File: config.mk
export PLATFORM = sky130hd
export DESIGN_NAME = usb_pkt_decode
export DESIGN_NICKNAME = d
export VERILOG_FILES = /design/src/rtl/usb_dec_pkg.sv /design/src/rtl/usb_byte_collect.sv /design/src/rtl/usb_pid_classify.sv /design/src/rtl/usb_tok_check.sv /design/src/rtl/usb_pkt_decode.sv
export SDC_FILE = /design/constraint.sdc
export NUM_CORES = 1
export LEC_CHECK = 0
export BUFFER_PORTS_ARGS = -buffer_cell sky130_fd_sc_hd__buf_4
export CAP_MARGIN = 20
export CORE_AREA = 10 10 75 125
export DETAILED_ROUTE_END_ITERATION = 8
export DIE_AREA = 0 0 85 135
export GPL_ROUTABILITY_DRIVEN = 0
export SYNTH_ARGS = -nofsm -noshare
export SYNTH_HDL_FRONTEND = slang
export SYNTH_SLANG_ARGS = --single-unit
File: constraint.sdc
create_clock -name clk -period 2.1 [get_ports clk]
set_input_delay 0.42 -clock clk [delete_from_list [all_inputs] [get_ports clk]]
set_output_delay 0.42 -clock clk [all_outputs]
set_load 0.05 [all_outputs]
File: src/rtl/usb_dec_pkg.sv
package usb_dec_pkg;

  typedef enum logic [1:0] {
    CLS_SPECIAL = 2'b00,
    CLS_TOKEN   = 2'b01,
    CLS_HSHAKE  = 2'b10,
    CLS_DATA    = 2'b11
  } pkt_class_e;

  localparam int ADDR_W    = 7;
  localparam int EP_W      = 4;
  localparam int FIELD_W   = ADDR_W + EP_W;
  localparam int CRC_W     = 5;
  localparam int HDR_BYTES = 3;
  localparam int TOK_BITS  = FIELD_W + CRC_W;

  localparam logic [CRC_W-1:0] CRC5_POLY  = 5'b00101;
  localparam logic [CRC_W-1:0] CRC5_RESID = 5'b01100;

  localparam logic [3:0] TY_OUT   = 4'b0001;
  localparam logic [3:0] TY_IN    = 4'b1001;
  localparam logic [3:0] TY_SOF   = 4'b0101;
  localparam logic [3:0] TY_SETUP = 4'b1101;
  localparam logic [3:0] TY_PING  = 4'b0100;

  // Runs the whole token body (field then CRC) through the LFSR, first bit
  // on the wire first, and returns what is left in the register.
  function automatic logic [CRC_W-1:0] crc5_left(input logic [TOK_BITS-1:0] bits);
    logic [CRC_W-1:0] r;
    logic fb;
    r = '1;
    for (int i = 0; i < TOK_BITS; i++) begin
      fb = r[CRC_W-1] ^ bits[i];
      r  = {r[CRC_W-2:0], 1'b0} ^ (fb ? CRC5_POLY : '0);
    end
    return r;
  endfunction

endpackage

File: src/rtl/usb_byte_collect.sv
module usb_byte_collect #(
  parameter int CNT_MAX = 4,
  localparam int CNT_W  = $clog2(CNT_MAX + 1)
) (
  input  logic                               clk,
  input  logic                               rst,
  input  logic                               sop_i,
  input  logic                               byte_vld_i,
  input  logic [7:0]                         byte_i,
  output logic [CNT_W-1:0]                   cnt_o,
  output logic [usb_dec_pkg::HDR_BYTES*8-1:0] hdr_o
);
  import usb_dec_pkg::*;

  logic [CNT_W-1:0] cnt_q;
  logic [7:0]       hdr_q [HDR_BYTES];

  always_ff @(posedge clk) begin
    if (rst || sop_i) begin
      cnt_q <= '0;
    end else if (byte_vld_i && (cnt_q < CNT_W'(CNT_MAX))) begin
      cnt_q <= cnt_q + 1'b1;
    end
  end

  for (genvar k = 0; k < HDR_BYTES; k++) begin : g_hdr
    always_ff @(posedge clk) begin
      if (rst) begin
        hdr_q[k] <= '0;
      end else if (byte_vld_i && !sop_i && (cnt_q == CNT_W'(k))) begin
        hdr_q[k] <= byte_i;
      end
    end
    assign hdr_o[k*8 +: 8] = hdr_q[k];
  end

  assign cnt_o = cnt_q;

endmodule

File: src/rtl/usb_pid_classify.sv
module usb_pid_classify (
  input  logic                    have_byte_i,
  input  logic [7:0]              pid_byte_i,
  output logic                    pid_ok_o,
  output usb_dec_pkg::pkt_class_e cls_o,
  output logic                    is_sof_o
);
  import usb_dec_pkg::*;

  logic [3:0] ty;
  assign ty = pid_byte_i[3:0];

  assign pid_ok_o = have_byte_i && (pid_byte_i[7:4] == ~ty) && (ty != 4'b0000);
  assign is_sof_o = (ty == TY_SOF);

  always_comb begin
    unique case (ty)
      TY_OUT, TY_IN, TY_SOF, TY_SETUP, TY_PING:     cls_o = CLS_TOKEN;
      4'b0010, 4'b1010, 4'b0110, 4'b1110:           cls_o = CLS_HSHAKE;
      4'b0011, 4'b1011, 4'b0111, 4'b1111:           cls_o = CLS_DATA;
      default:                                      cls_o = CLS_SPECIAL;
    endcase
  end

endmodule

File: src/rtl/usb_tok_check.sv
module usb_tok_check (
  input  logic [7:0]                        b1_i,
  input  logic [7:0]                        b2_i,
  input  logic [usb_dec_pkg::ADDR_W-1:0]    dev_addr_i,
  output logic [usb_dec_pkg::ADDR_W-1:0]    addr_o,
  output logic [usb_dec_pkg::EP_W-1:0]      ep_o,
  output logic [usb_dec_pkg::FIELD_W-1:0]   field_o,
  output logic                              crc_ok_o,
  output logic                              match_o
);
  import usb_dec_pkg::*;

  assign field_o  = {b2_i[FIELD_W-9:0], b1_i};
  assign addr_o   = field_o[ADDR_W-1:0];
  assign ep_o     = field_o[FIELD_W-1:ADDR_W];
  assign crc_ok_o = (crc5_left({b2_i, b1_i}) == CRC5_RESID);
  assign match_o  = (addr_o == dev_addr_i);

endmodule

File: src/rtl/usb_pkt_decode.sv
module usb_pkt_decode #(
  parameter int CNT_MAX = 4
) (
  input  logic        clk,
  input  logic        rst,
  input  logic        sop_i,
  input  logic        byte_vld_i,
  input  logic [7:0]  byte_i,
  input  logic        eop_i,
  input  logic [6:0]  dev_addr_i,
  output logic        pkt_done_o,
  output logic [1:0]  pkt_class_o,
  output logic [3:0]  pkt_pid_o,
  output logic        tok_vld_o,
  output logic        sof_vld_o,
  output logic        hs_vld_o,
  output logic        data_vld_o,
  output logic [6:0]  tok_addr_o,
  output logic [3:0]  tok_ep_o,
  output logic [10:0] frame_o,
  output logic        pid_err_o,
  output logic        len_err_o,
  output logic        crc_err_o
);
  import usb_dec_pkg::*;

  localparam int CNT_W = $clog2(CNT_MAX + 1);

  logic [CNT_W-1:0]       cnt;
  logic [HDR_BYTES*8-1:0] hdr;
  logic                   pid_ok, is_sof, crc_ok, match;
  pkt_class_e             cls;
  logic [ADDR_W-1:0]      addr;
  logic [EP_W-1:0]        ep;
  logic [FIELD_W-1:0]     field;

  usb_byte_collect #(.CNT_MAX(CNT_MAX)) u_collect (
    .clk(clk), .rst(rst), .sop_i(sop_i), .byte_vld_i(byte_vld_i),
    .byte_i(byte_i), .cnt_o(cnt), .hdr_o(hdr)
  );

  usb_pid_classify u_pid (
    .have_byte_i(cnt != '0), .pid_byte_i(hdr[7:0]),
    .pid_ok_o(pid_ok), .cls_o(cls), .is_sof_o(is_sof)
  );

  usb_tok_check u_tok (
    .b1_i(hdr[15:8]), .b2_i(hdr[23:16]), .dev_addr_i(dev_addr_i),
    .addr_o(addr), .ep_o(ep), .field_o(field), .crc_ok_o(crc_ok), .match_o(match)
  );

  // Decisions taken in the end-of-packet cycle.
  logic tok_len_ok, tok_good, hs_len_ok;
  logic n_done, n_tok, n_sof, n_hs, n_data, n_perr, n_lerr, n_cerr;

  assign tok_len_ok = (cnt == CNT_W'(HDR_BYTES));
  assign hs_len_ok  = (cnt == CNT_W'(1));
  assign tok_good   = pid_ok && (cls == CLS_TOKEN) && tok_len_ok && crc_ok;

  always_comb begin
    n_done = eop_i && pid_ok;
    n_perr = eop_i && !pid_ok;
    n_tok  = eop_i && tok_good && !is_sof && match;
    n_sof  = eop_i && tok_good && is_sof;
    n_hs   = eop_i && pid_ok && (cls == CLS_HSHAKE) && hs_len_ok;
    n_data = eop_i && pid_ok && (cls == CLS_DATA);
    n_lerr = eop_i && pid_ok && (((cls == CLS_TOKEN) && !tok_len_ok) ||
                                 ((cls == CLS_HSHAKE) && !hs_len_ok));
    n_cerr = eop_i && pid_ok && (cls == CLS_TOKEN) && tok_len_ok && !crc_ok;
  end

  always_ff @(posedge clk) begin
    if (rst) begin
      pkt_done_o <= 1'b0;
      tok_vld_o  <= 1'b0;
      sof_vld_o  <= 1'b0;
      hs_vld_o   <= 1'b0;
      data_vld_o <= 1'b0;
      pid_err_o  <= 1'b0;
      len_err_o  <= 1'b0;
      crc_err_o  <= 1'b0;
      pkt_class_o <= '0;
      pkt_pid_o   <= '0;
      tok_addr_o  <= '0;
      tok_ep_o    <= '0;
      frame_o     <= '0;
    end else begin
      pkt_done_o <= n_done;
      tok_vld_o  <= n_tok;
      sof_vld_o  <= n_sof;
      hs_vld_o   <= n_hs;
      data_vld_o <= n_data;
      pid_err_o  <= n_perr;
      len_err_o  <= n_lerr;
      crc_err_o  <= n_cerr;
      if (eop_i) begin
        pkt_class_o <= cls;
        pkt_pid_o   <= hdr[3:0];
        tok_addr_o  <= addr;
        tok_ep_o    <= ep;
        frame_o     <= field;
      end
    end
  end

  // Guards: inputs never raise sop/byte/eop together; dev_addr_i steady at eop.
  a_r2_pid_err_alone: assert property (@(posedge clk) disable iff (rst)
    pid_err_o |-> !(pkt_done_o || tok_vld_o || sof_vld_o || hs_vld_o ||
                    data_vld_o || len_err_o || crc_err_o));

  a_r10_after_eop: assert property (@(posedge clk) disable iff (rst)
    (pkt_done_o || pid_err_o) |-> $past(eop_i));

  a_r3_one_kind: assert property (@(posedge clk) disable iff (rst)
    $onehot0({tok_vld_o, sof_vld_o, hs_vld_o, data_vld_o}));

  a_r8_addr_match: assert property (@(posedge clk) disable iff (rst)
    tok_vld_o |-> (tok_addr_o == $past(dev_addr_i)));

  a_r5_crc_blocks: assert property (@(posedge clk) disable iff (rst)
    crc_err_o |-> !(tok_vld_o || sof_vld_o || len_err_o));

  a_r6_len_blocks: assert property (@(posedge clk) disable iff (rst)
    len_err_o |-> !(tok_vld_o || sof_vld_o || hs_vld_o));

endmodule

==> results of run 1 <==
## per-stage QoR
stage                     hold slack [ns]  utilization, %  total power, mW  TNS [ns]  cells
after global routing                0.301            44.1             2.44         0    366
after detailed placement            0.489            41.3             1.53   -0.0444    355
after floorplan                     0.485               -             1.41         0    220
after global placement              0.480            41.3             1.53         0    355
after CTS                           0.296            43.6             2.35         0    364
final                               0.302            44.1             2.34         0    366
## Yosys cell counts (2+ instances only)
library cell,instances
or2_2,3
ha_1,5
nor3_1,10
and2_1,24
clkbuf_1,5
buf_2,2
o21bai_1,3
a21oi_1,3
inv_1,6
nand3_1,5
nor2b_1,2
edfxtp_1,24
a2111oi_4,2
nand2_1,5
o221ai_1,2
a31oi_1,2
mux2i_1,15
nor2_1,21
xnor2_1,7
buf_4,13
o21ai_0,2
or3_1,2
nand2b_1,3
dfxtp_1,27
xor2_1,14
xnor3_1,3
## layout by cell type, fill, tap and decap left out, types with 3 or more instances in the layout
cell type | synthesis | final
and2_1 | 24 | 24
nor2_1 | 21 | 21
mux2i_1 | 15 | 15
dfxtp_1 | 27 | 27
nand2b_1 | 3 | 3
nand2_1 | 5 | 5
edfxtp_1 | 24 | 24
o21bai_1 | 3 | 3
a21oi_1 | 3 | 3
clkbuf_16 | 0 | 5
xnor3_1 | 3 | 3
nand3_1 | 5 | 5
nor3_1 | 10 | 10
xor2_1 | 14 | 14
ha_1 | 5 | 5
buf_4 | 13 | 72
xnor2_1 | 7 | 5
inv_1 | 6 | 6
## worst max-delay path, delay by kind of cell, from the launching register on
| family | cells | cell delay [ns] |
|---|---|---|
| flip-flops | 1 | 0.41 |
| AND/OR/NAND/NOR | 1 | 0.37 |
| XOR/XNOR | 2 | 0.60 |
| AO/OA/AOI/OAI | 2 | 0.56 |
## metal layers
| metal | vias to the layer above | share of wire, % | track usage [%] | wire, µm |
|---|---|---|---|---|
| li1 | 858 | - | - | - |
| met1 | 800 | 34 | 8.22 | 1920 |
| met2 | 49 | 55 | 18.4 | 3060 |
| met3 | 15 | 6.7 | 4.04 | 376 |
| met4 | 0 | 4.5 | 7.63 | 253 |
| met5 | - | 0 | 0 | 0 |
## layout make-up
class | instances | share of cell area [%]
clock inverters | 3 | 0.745
flip-flops and latches | 51 | 39.5
multi-input cells | 143 | 34.8
well taps | 86 | 3.37
inverters | 6 | 0.706
clock buffers | 5 | 3.92
repair buffers | 72 | 16.9
## how the worst max path moves through the flow
stage,startpoint,to,slack (ns),cells after the start
2_1_floorplan,u_collect.hdr_q[1][4]$_SDFFCE_PN0P_,sof_vld_o$_SDFF_PP0_,0.01,6
3_3_place_gp,u_collect.hdr_q[1][1]$_SDFFCE_PN0P_,sof_vld_o$_SDFF_PP0_,0.04,5
3_5_place_dp,u_collect.hdr_q[1][1]$_SDFFCE_PN0P_,sof_vld_o$_SDFF_PP0_,-0.02,5
4_1_cts,u_collect.hdr_q[1][7]$_SDFFCE_PN0P_,sof_vld_o$_SDFF_PP0_,0.02,5
5_1_grt,u_collect.hdr_q[1][1]$_SDFFCE_PN0P_,sof_vld_o$_SDFF_PP0_,0.003,6
6_report,u_collect.hdr_q[1][4]$_SDFFCE_PN0P_,tok_vld_o$_SDFF_PP0_,0.06,5
## kinds of logic after synthesis
group / Yosys count / synth area share [%]
xor+xnor: 25 / 11.1
simple gates: 78 / 16.3
buf+inv: 26 / 5.98
mux: 16 / 6.48
fa+ha+maj: 5 / 2.51
compound gates: 19 / 6.99
flops: 51 / 50.7
## sequential cells by signal, summed over array words and instances, names as in the netlist
register,cells
pid_err_o,1
tok_vld_o,1
u_collect.hdr_q,24
pkt_done_o,1
frame_o,1
hs_vld_o,1
pkt_class_o,1
pkt_pid_o,4
len_err_o,1
tok_addr_o,6
crc_err_o,1
u_collect.cnt_o,3
tok_ep_o,4
sof_vld_o,1
data_vld_o,1
## what timing repair did
item,in CTS,in global routing
endpoints found under the setup margin,2,2
pin swaps,4,3
setup buffers,1,2
resized for setup,1,4
## where the power goes
group	internal [mW]	total, mW	switching (mW)
logic	0.173	0.412	0.239
clock network	0.447	0.813	0.367
registers	1.08	1.11	0.0325
total	1.70	2.34	0.638
==> results_dict.tcl, run 1 <==
set metrics [dict create \
    status "completed" \
    grt.total_usage_pct 10.1 \
    p_leak_nw 1.39 \
    pre_cts_ws_ns -0.0226 \
    core_area_mm2 0.00723 \
    grt_pass1_wl_um 9010 \
    ios 56 \
    routed_wirelength_um 5600 \
    r2r_start "u_collect.hdr_q[1][4]$_SDFFCE_PN0P_" \
    rsz0062_at_grt "no" \
    fin_skew_ns 0.00699 \
    route.detailed.drc 0 \
    path_class "flop to flop" \
    io_buffers 55 \
    regToRegSetupSlack_ns 0.06 \
    hold_class "primary input to flop" \
    synth.largest_area_cell "edfxtp_1" \
    end_kind "flop" \
    synth_top_area_share_pct 28.9 \
    num_vias 1722 \
    max_freq_mhz 490 \
    row_count 41 \
    multi_input_area_mm2 0.00111 \
    fillers 703 \
    holdPathStages 2 \
    r2r-end "tok_vld_o$_SDFF_PP0_" \
    die_w_um 85 \
    syn_area_per_cell_um2 11.3 \
    layout_setup_ws_ns 0.0572 \
    worstPathRequired_ns 2.30 \
    cts_hold_buf 0 \
    syn-num-nets 245 \
    period_needed_ns 2.04 \
    ff2ff_path_depth 5 \
    drt.antenna.violating_nets 0 \
    nNetsFinal 304 \
    viasPerCell 4.70 \
    dp_hpwl_um 4540 \
    critPathSlowestCell "xnor3_2" \
    syn_area_mm2 0.00249 \
    maxSlewHeadroom_pct 52.5 \
    antenna_found_initial 0 \
    netlist_instances 220 \
    regArea_mm2 0.00126 \
    grt_max_degree 26 \
    die_area_mm2 0.0115 \
    fin_area_mm2 0.00319 \
    cts_tree "done" \
    synth_edf_count 24 \
    worstPathMaxFanout 4 \
    finalCritPeriodShare_pct 97.3 \
    drtIter0Drc 58 \
    yosysWarnings 0 \
    overflow 0 \
    cts_buffer_depth 2 \
    initial_utilization_pct 34.4 \
    peakVddDrop_mv 0.333 \
    worst_slew_pin_slew_ns 0.711 \
    arrival_ns 2.24 \
    die_h_um 135 \
    routedWlPerCell_um 15.3 \
    dpl_cell_area_mm2 0.00299 \
    cts_made_buffers 5 \
    hold_viol_final 0 \
    htree_levels 2 \
    seq_area_frac_synth_pct 50.7 \
    critPathLaunchType "flop" \
    ys_seq_elements 51 \
    hold_end "u_collect.cnt_o[2]$_SDFFE_PP0P_" \
    yosys_most_used_dff "dfxtp_1" \
    drv_cap 0 \
    n_antenna_cell 0 \
    critPathMaxStageDelay_ns 0.42 \
    ys_types 36 \
    critical_path.cell_chain "xnor3_2 -> xnor2_2 -> or3_1 -> o22a_1 -> a2111oi_4" \
    root_buffer "clkbuf_16" \
    grt_pass1_vias 1824 \
    async_flop_share_pct 0 \
    maxSlewViolCount 0 \
    power.density_mw_per_mm2 733 \
    hold_start "sop_i" \
    clk_pin_slew_worst_paths_ns 0.07 \
    setup_violations 0 \
    drtPass1Iterations 4 \
    drive_gt1_share_pct 32.5 \
    synthToLayoutAreaGrowth_pct 28.1 \
    synthTopCellsByArea "edfxtp_1 29%, dfxtp_1 22%, and2_1 6.0%" \
    cts.sinks 51 \
    clock_latency_ns 0.30 \
]
No activity file was read; power rests on OpenSTA's default activity.
==> run 2: changes to the inputs <==
- RECOVER_POWER: unset -> 50
==> run 2 against run 1 <==
  * Design area fell by 4.5%
  * Hold slack hardly changed
  * Sequential share of layout area up 1.8 points
  * Setup slack barely moved
  * Die area is the same
  * Total power shrank 1.0%
  * Global-route usage unchanged
  * Wire length grew 0.50%
  * Clock skew about the same
  * Cell count unchanged
  * Clock power barely moved
  * First-iteration DRC count fell by 6.9%
  * Highest routed layer unchanged
==> results_dict.tcl, run 2 (synthesis gave the netlist of run 1 again) <==
set metrics [dict create \
    cts_buffer_depth 2 \
    holdPathStages 2 \
    maxSlewViolCount 0 \
    finalCritPeriodShare_pct 97.3 \
    core_area_mm2 0.00723 \
    r2r_start "u_collect.hdr_q[1][4]$_SDFFCE_PN0P_" \
    ios 56 \
    whs_ns 0.303 \
    die_area_mm2 0.0115 \
    peakVddDrop_mv 0.333 \
    drtIter0Drc 54 \
    status "completed" \
    initial_utilization_pct 34.4 \
    max_freq_mhz 490 \
    grt_max_degree 26 \
    clock_latency_ns 0.30 \
    critPathMaxStageDelay_ns 0.42 \
    drtPass1Iterations 4 \
    worstPathRequired_ns 2.30 \
    p_leak_nw 1.23 \
    maxSlewHeadroom_pct 21.0 \
    htree_levels 2 \
    root_buffer "clkbuf_16" \
    cts_hold_buf 0 \
    critical_path.cell_chain "xnor3_2 -> xnor2_2 -> or3_1 -> o22a_1 -> a2111oi_4" \
    reg_top3 "u_collect.hdr_q x24, tok_addr_o x6" \
    critPathLaunchType "flop" \
    drive_gt1_share_pct 18.9 \
    cts_tree "done" \
    power.density_mw_per_mm2 759 \
    overflow 0 \
    synthToLayoutAreaGrowth_pct 22.4 \
    row_count 41 \
    hold_start "sop_i" \
    drv_cap 0 \
    routed_wirelength_um 5630 \
    cts.sinks 51 \
    fin_skew_ns 0.00708 \
    path_class "flop to flop" \
    regMostFlops "u_collect.hdr_q" \
    cts_made_buffers 5 \
    ff2ff_path_depth 5 \
    regToRegSetupSlack_ns 0.06 \
    worstPathMaxFanout 4 \
    setup_violations 0 \
    routedWlPerCell_um 15.4 \
    num_vias 1718 \
    drt.antenna.violating_nets 0 \
    grt_pass1_vias 1824 \
    period_needed_ns 2.04 \
    largest_reg_flops 24 \
    final_common_cell "clkbuf_1" \
    r2r-end "tok_vld_o$_SDFF_PP0_" \
    arrival_ns 2.24 \
    route.detailed.drc 0 \
    most-common-layout-cells "38 x clkbuf_1, 34 x buf_4, 27 x dfxtp_1, 24 x and2_1, 24 x edfxtp_1" \
    n_antenna_cell 0 \
    die_w_um 85 \
    clk_pin_slew_worst_paths_ns 0.07 \
    post-route-util_pct 42.1 \
    hold_class "primary input to flop" \
    hold_viol_final 0 \
    worst_slew_pin_slew_ns 1.19 \
    hold_end "u_collect.cnt_o[2]$_SDFFE_PP0P_" \
    io_buffers 55 \
    fillers 734 \
    nNetsFinal 304 \
    rsz0062_at_grt "no" \
    antenna_found_initial 0 \
    dp_hpwl_um 4540 \
    grt_pass1_wl_um 9010 \
    end_kind "flop" \
    viasPerCell 4.69 \
    grt.total_usage_pct 10.1 \
    critPathSlowestCell "xnor3_2" \
    die_h_um 135 \
]
-- run 2: cell types whose count changed in the layout (fill, tap and decap cells not counted) --
cell and delta:
buf_4 -38, clkbuf_1 +38
-- run 2: where the power goes --
group	switching [mW]	internal, mW
Combinational	0.239	0.151
Sequential	0.0320	1.08
Clock	0.365	0.447
Total	0.636	1.68
-- run 2: cell type report --
class	instances	area, µm²	area share, %
Multi-Input combinational cell	143	1110	36.4
Tap cell	86	108	3.53
Clock inverter	3	23.8	0.780
Sequential cell	51	1260	41.4
Inverter	6	22.5	0.739
Timing Repair Buffer	72	398	13.1
Clock buffer	5	125	4.11
-- run 2: stage by stage --
stage / worst slack (ns) / TNS [ns] / total power [mW] / instances / instance area (µm²)
2_1_floorplan: 0.0127 / 0 / 1.41 / 220 / 2490
3_3_place_gp: 0.0392 / 0 / 1.53 / 355 / 2990
3_5_place_dp: -0.0226 / -0.0444 / 1.53 / 355 / 2990
4_1_cts: 0.0196 / 0 / 2.35 / 364 / 3150
5_1_grt: 0.00282 / 0 / 2.42 / 366 / 3050
6_report: 0.0574 / 0 / 2.31 / 366 / 3050
-- run 2: layer usage --
| metal | track usage (%) | part of all wire [%] | vias up |
|---|---|---|---|
| met3 | 4.04 | 6.7 | 13 |
| met5 | 0 | 0 | - |
| met4 | 7.63 | 4.1 | 0 |
| met1 | 8.22 | 35 | 800 |
| met2 | 18.4 | 54 | 48 |
| li1 | - | - | 857 |
-- run 2: repair_timing --
| action | 4_1_cts | 5_1_grt |
|---|---|---|
| pin swaps | 4 | 3 |
| gates resized for setup | 1 | 4 |
| setup endpoints to repair | 2 | 2 |
| buffers inserted | 1 | 2 |
-- run 2: worst max path at each step --
| stage | from | to | slack (ns) | depth (start not counted) |
|---|---|---|---|---|
| after floorplan | u_collect.hdr_q[1][4]$_SDFFCE_PN0P_ | sof_vld_o$_SDFF_PP0_ | 0.01 | 6 |
| after detailed placement | u_collect.hdr_q[1][1]$_SDFFCE_PN0P_ | sof_vld_o$_SDFF_PP0_ | -0.02 | 5 |
| after CTS | u_collect.hdr_q[1][7]$_SDFFCE_PN0P_ | sof_vld_o$_SDFF_PP0_ | 0.02 | 5 |
| after global placement | u_collect.hdr_q[1][1]$_SDFFCE_PN0P_ | sof_vld_o$_SDFF_PP0_ | 0.04 | 5 |
| final | u_collect.hdr_q[1][4]$_SDFFCE_PN0P_ | tok_vld_o$_SDFF_PP0_ | 0.06 | 5 |
| after global routing | u_collect.hdr_q[1][1]$_SDFFCE_PN0P_ | sof_vld_o$_SDFF_PP0_ | 0.003 | 6 |
-- run 2: critical path: cells and delay by family, from the launching register on --
kind             cells  cell delay [ns]
AO/OA/AOI/OAI        2             0.56
XOR/XNOR             2             0.60
flip-flops           1             0.41
AND/OR/NAND/NOR      1             0.37
